--- src/rtl/ira_pkg.sv ---
package ira_pkg;
   typedef enum logic {
      PH_PTR  = 1'b0,
      PH_DATA = 1'b1
   } ira_phase_e;
endpackage

--- src/rtl/ira_seq.sv ---
module ira_seq
   import ira_pkg::*;
#(
   parameter int DATA_W = 8,
   parameter int ADDR_W = 6
) (
   input  logic              clk,
   input  logic              rst_n,
   input  logic              wr,
   input  logic              rd,
   input  logic [DATA_W-1:0] wdata,
   input  logic              in_reset,
   output ira_phase_e        phase_o,
   output logic [ADDR_W-1:0] ptr_o,
   output logic              we_o,
   output logic [ADDR_W-1:0] waddr_o,
   output logic              rsel_o
);

   ira_phase_e        phase_q;
   logic [ADDR_W-1:0] ptr_q;

   always_comb begin
      we_o    = wr && (in_reset || phase_q == PH_DATA);
      waddr_o = in_reset ? '0 : ptr_q;
      rsel_o  = rd && !wr && !in_reset && phase_q == PH_DATA;
   end

   always_ff @(posedge clk or negedge rst_n) begin
      if (!rst_n) begin
         phase_q <= PH_PTR;
         ptr_q   <= '0;
      end else if (in_reset) begin
         phase_q <= PH_PTR;
         ptr_q   <= '0;
      end else if (wr) begin
         if (phase_q == PH_PTR) begin
            ptr_q   <= wdata[ADDR_W-1:0];
            phase_q <= PH_DATA;
         end else begin
            phase_q <= PH_PTR;
         end
      end else if (rd) begin
         phase_q <= PH_PTR;
      end
   end

   assign phase_o = phase_q;
   assign ptr_o   = ptr_q;

endmodule

--- src/rtl/ira_regfile.sv ---
module ira_regfile #(
   parameter int DATA_W   = 8,
   parameter int ADDR_W   = 6,
   parameter int NUM_REGS = 16,
   parameter int RST_BIT  = 0
) (
   input  logic                       clk,
   input  logic                       rst_n,
   input  logic                       we,
   input  logic [ADDR_W-1:0]          waddr,
   input  logic [DATA_W-1:0]          wdata,
   input  logic [ADDR_W-1:0]          raddr,
   output logic [DATA_W-1:0]          rdata,
   output logic                       in_reset,
   output logic [NUM_REGS*DATA_W-1:0] image
);

   localparam logic [DATA_W-1:0] RST_ONE = {{(DATA_W-1){1'b0}}, 1'b1} << RST_BIT;

   logic enter_rst;
   assign in_reset  = image[RST_BIT];
   assign enter_rst = we && !in_reset && waddr == '0 && wdata[RST_BIT];

   for (genvar i = 0; i < NUM_REGS; i++) begin : g_reg
      logic [DATA_W-1:0] q;
      if (i == 0) begin : g_ctrl
         always_ff @(posedge clk or negedge rst_n) begin
            if (!rst_n)
               q <= RST_ONE;
            else if (we && waddr == '0) begin
               if (in_reset || wdata[RST_BIT])
                  q <= wdata[RST_BIT] ? RST_ONE : '0;
               else
                  q <= wdata;
            end
         end
      end else begin : g_plain
         always_ff @(posedge clk or negedge rst_n) begin
            if (!rst_n)
               q <= '0;
            else if (in_reset || enter_rst)
               q <= '0;
            else if (we && waddr == ADDR_W'(i))
               q <= wdata;
         end
      end
      assign image[i*DATA_W +: DATA_W] = q;
   end

   always_comb begin
      rdata = '0;
      for (int i = 0; i < NUM_REGS; i++)
         if (raddr == ADDR_W'(i))
            rdata = image[i*DATA_W +: DATA_W];
   end

endmodule

--- src/rtl/ira_port.sv ---
module ira_port
   import ira_pkg::*;
#(
   parameter int DATA_W   = 8,
   parameter int ADDR_W   = 6,
   parameter int NUM_REGS = 16,
   parameter int RST_BIT  = 0
) (
   input  logic                       clk,
   input  logic                       rst_n,
   input  logic                       host_wr,
   input  logic                       host_rd,
   input  logic [DATA_W-1:0]          host_wdata,
   output logic [DATA_W-1:0]          host_rdata,
   output logic                       unit_in_reset,
   output logic                       data_phase,
   output logic [NUM_REGS*DATA_W-1:0] reg_image
);

   if (NUM_REGS < 2 || NUM_REGS > (1 << ADDR_W)) begin : g_bad_regs
      $error("ira_port: NUM_REGS must lie in 2 .. 2**ADDR_W");
   end
   if (DATA_W < ADDR_W) begin : g_bad_width
      $error("ira_port: DATA_W must hold a full pointer");
   end
   if (RST_BIT < 0 || RST_BIT >= DATA_W) begin : g_bad_bit
      $error("ira_port: RST_BIT outside the data byte");
   end

   ira_phase_e        phase;
   logic [ADDR_W-1:0] ptr;
   logic              we;
   logic [ADDR_W-1:0] waddr;
   logic              rsel;
   logic              in_rst;
   logic [DATA_W-1:0] rf_rdata;

   ira_seq #(.DATA_W(DATA_W), .ADDR_W(ADDR_W)) i_seq (
      .clk      (clk),
      .rst_n    (rst_n),
      .wr       (host_wr),
      .rd       (host_rd),
      .wdata    (host_wdata),
      .in_reset (in_rst),
      .phase_o  (phase),
      .ptr_o    (ptr),
      .we_o     (we),
      .waddr_o  (waddr),
      .rsel_o   (rsel)
   );

   ira_regfile #(
      .DATA_W(DATA_W), .ADDR_W(ADDR_W), .NUM_REGS(NUM_REGS), .RST_BIT(RST_BIT)
   ) i_regfile (
      .clk      (clk),
      .rst_n    (rst_n),
      .we       (we),
      .waddr    (waddr),
      .wdata    (host_wdata),
      .raddr    (ptr),
      .rdata    (rf_rdata),
      .in_reset (in_rst),
      .image    (reg_image)
   );

   always_ff @(posedge clk or negedge rst_n) begin
      if (!rst_n)
         host_rdata <= '0;
      else if (host_rd && !host_wr)
         host_rdata <= rsel ? rf_rdata : '0;
   end

   assign unit_in_reset = in_rst;
   assign data_phase    = (phase == PH_DATA);

endmodule

--- config.mk ---
export PLATFORM = sky130hd
export DESIGN_NAME = ira_port
export DESIGN_NICKNAME = d
export VERILOG_FILES = /design/src/rtl/ira_pkg.sv /design/src/rtl/ira_seq.sv /design/src/rtl/ira_regfile.sv /design/src/rtl/ira_port.sv
export SDC_FILE = /design/constraint.sdc
export NUM_CORES = 1
export LEC_CHECK = 0
export ABC_CLOCK_PERIOD_IN_PS = 5990
export BUFFER_PORTS_ARGS = -buffer_cell sky130_fd_sc_hd__buf_2
export CORE_ASPECT_RATIO = 0.8
export CORE_MARGIN = 4
export CORE_UTILIZATION = 45
export CTS_CLUSTER_DIAMETER = 120
export DETAILED_ROUTE_END_ITERATION = 16
export PLACE_DENSITY_LB_ADDON = 0.05
export SETUP_SLACK_MARGIN = 0.2
export SYNTH_ARGS = -nofsm -noshare
export SYNTH_HDL_FRONTEND = slang
export SYNTH_HIERARCHICAL = 1
export SYNTH_SLANG_ARGS = --single-unit
--- constraint.sdc ---
create_clock -name clk -period 5.99 [get_ports clk]
set_input_delay 0.8985 -clock clk [delete_from_list [all_inputs] [get_ports clk]]
set_output_delay 0.8985 -clock clk [all_outputs]
set_load 0.01 [all_outputs]
==> impl_metrics.toml <==
[synthesis]
yosys.area_share.simple_pct = 18.5
yosysWarnings = 6
synth-compound-area-share_pct = 10.9
synth_fp_nets = 768
syn_area_per_cell_um2 = 9.96
yosys.area_share.adder_pct = 0
synthXorXnorAreaFrac_pct = 0
synth_area_mm2 = 0.00753
muxShareOfSynthArea_pct = 18.0
yosysSeqAreaShare_pct = 47.5
synth_edf_count = 0
synth_seq_cells = 143
syn-instance-count = 756
async_reset_ff_share_pct = 100
synth_top_family_by_area = "simple AND/OR/NAND/NOR gates"
synth_ff_type = "dfrtp_1"
yosysUniqueCellTypes = 58

[cts]
cts_setup_buffers = 0
htreeDepth = 4
cts.repair.resized = 0
cts_sinks = 143
cts_buffers = 17
cts_hold_buffers = 0
cts_tree = "built"
cts_buffer_depth = 2
cts_root_buf = "clkbuf_16"
worstSkewPairLatency_ns = 0.42
clk_pin_slew_ns = 0.06

[worst_setup_path]
worst_path_max_delay_cell = "a31o_4"
cpPeakStageDelay_ns = 1.06
regToRegSetupSlack_ns = 2.25
crit_fanout = 98
crit_family = "simple AND/OR/NAND/NOR gates"
end_kind = "flip-flop"
critical_path_required_ns = 6.29
cp_cell_sequence = "and2b_1, nor3_4, and3b_1, a31o_4, buf_4, nor2_1"
worstSetupStartpointType = "flip-flop"
path_class = "reg2reg"
path_buf_inv = 1
arrival_ns = 4.03

[global_route]
grt_pass1_vias = 6233
track_usage_pct = 26.8
antenna_found_initial = 0
grt-ovfl-total = 0
grt_pass1_wl_um = 38400
grt_max_degree = 99

[sta]
hold_viol = 0
worst_slew_pin_slew_ns = 1.34
relSlewSlack_pct = 10.2
skew_ns = 0.0106
fin_ws_ns = 2.25
timing.setup.tns_ns = 0
setup_violations = 0
fin_crit_sh_pct = 62.4
period_minus_slack_ns = 3.74
maxSlewViolCount = 0
rsz0062_at_grt = "false"
clock.fmax_mhz = 268

[die]
ios = 150
die_w_um = 153
design.die.area_mm2 = 0.0189
num_rows = 42
coreArea_mm2 = 0.0165
die_y_um = 124
initial_core_util_pct = 45.6

[finish]
drive_gt1_share_pct = 26.4
multiInputGateArea_mm2 = 0.00358
layout.nets = 879
area_growth_pct = 18.0
n_antenna_cell = 0
area.sequential_mm2 = 0.00358
fill_cells = 1514

[power_and_ir_drop]
power.leakage_nw = 4.15
p_sw_mw = 1.27
p_clk_share_pct = 33.0
seq_power_share_pct = 34.0
switching_share_pct = 38.7
intPower_mw = 2.01
p_per_area_mw_per_mm2 = 368
power_mw = 3.27
ir_drop_mv = 0.222
p_comb_share_pct = 33.0

[placed_design]
place_ws_ns = 2.26
dpl.hpwl_um = 17100
place.port_buffers = 149
gp_congestion = 0.910

[routing]
drtAntennaViolNets = 0
via_count = 6484
dr.pass1.iters = 5
vias_per_cell = 5.89
wirelength_um = 25200
drcViolationCount = 0
drtIter0Drc = 608
wl_per_cell_um = 22.9

[flow_run]
cap_violations = 0

[outcome]
outcome = "finished, final reports clean"

[min_path]
hp-class = "in2async"
-- per-layer routing --
metal / up-vias / share of wire [%] / track usage (%)
met3: 41 / 8.4 / 7.36
met4: 0 / 2.5 / 8.57
met2: 313 / 43 / 38.3
met5: - / 0 / 0
li1: 2873 / - / -
met1: 3257 / 46 / 39.7
-- worst paths after layout --
check                                        startpoint  cells after the start                       end
worst max-delay path            i_regfile/g_reg[0].q[0]                      6  i_regfile/g_reg[12].q[2]
worst min-delay path                              rst_n                      1   i_regfile/g_reg[0].q[2]
worst max register to register  i_regfile/g_reg[0].q[0]                      6  i_regfile/g_reg[12].q[2]
worst min register to register            host_rdata[5]                      2             host_rdata[5]
max in group asynchronous                         rst_n                      2   i_regfile/g_reg[7].q[2]
min in group clk                          host_rdata[5]                      2             host_rdata[5]
-- power by group through the flow --
| stage | Combinational (mW) | Sequential [mW] | Clock, mW |
|---|---|---|---|
| global route | 1.16 | 1.12 | 1.14 |
| floorplan | 0.782 | 1.11 | 0 |
| global placement | 1.04 | 1.12 | 0 |
| CTS | 1.06 | 1.11 | 1.10 |
| detailed placement | 1.05 | 1.13 | 0 |
| finish | 1.08 | 1.11 | 1.08 |
-- synth_stat cells, drive strengths merged, types with 2 or more instances --
master,number,area (µm²)
dfrtp,142,3550
nor2,104,434
mux2i,94,941
nand2,86,323
a21oi,68,340
nand3,45,255
buf,42,253
o21ai,35,175
clkbuf,22,83.8
nor2b,15,109
inv,12,45.0
mux4,12,270
mux2,11,146
a22oi,9,67.6
a32oi,5,43.8
and2b,5,37.5
nand2b,5,31.3
nor3,5,63.8
o221ai,5,43.8
o22ai,5,31.3
o211ai,4,30.0
nor4b,3,47.5
o2bb2ai,3,26.3
and4b,2,20.0
nor3b,2,15.0
-- cells by family (layout without fill, tap and decap cells) --
| family | after synthesis | count (layout) |
|---|---|---|
| buffers and inverters | 76 | 200 |
| AO/OA/AOI/OAI | 141 | 141 |
| AND/OR/NAND/NOR | 279 | 279 |
| flip-flops | 143 | 143 |
| multiplexers | 117 | 117 |
-- registers in the layout (all words and copies together), names as in the netlist --
register       count
i_seq/phase_o      1
i_regfile/g.q    128
i_seq/ptr_o        6
host_rdata         8
-- final cells by class --
class	instances	area share (%)
repair buffers	156	9.05
multi-input cells	537	40.2
flip-flops and latches	143	40.3
clock inverters	9	1.20
well taps	220	3.10
inverters	12	0.507
clock buffers	23	5.60
-- cell usage in the layout (no fill, tap or decap), types with 5 or more instances in the layout --
master / count
nand2b_1: 5
inv_1: 11
o221ai_1: 5
mux4_2: 12
o21ai_1: 7
o21ai_0: 28
clkbuf_16: 17
buf_4: 7
a32oi_1: 5
and2b_1: 5
mux2_4: 6
o22ai_1: 5
mux2i_1: 94
a21oi_1: 68
buf_2: 148
nor2b_1: 13
clkbuf_8: 5
nor2_1: 98
nand3_1: 42
dfrtp_1: 141
a22oi_1: 9
nand2_1: 86
-- metrics by stage --
step | instance area (µm²) | hold slack [ns] | utilization (%) | std cells
floorplan | 7530 | 0.527 | - | 756
global placement | 8280 | 0.500 | 50.2 | 1068
detailed placement | 8280 | 0.507 | 50.2 | 1068
CTS | 8890 | 0.517 | 53.9 | 1100
global route | 8890 | 0.542 | 53.9 | 1100
finish | 8890 | 0.496 | 53.9 | 1100
No activity file was read; power rests on OpenSTA's default activity.
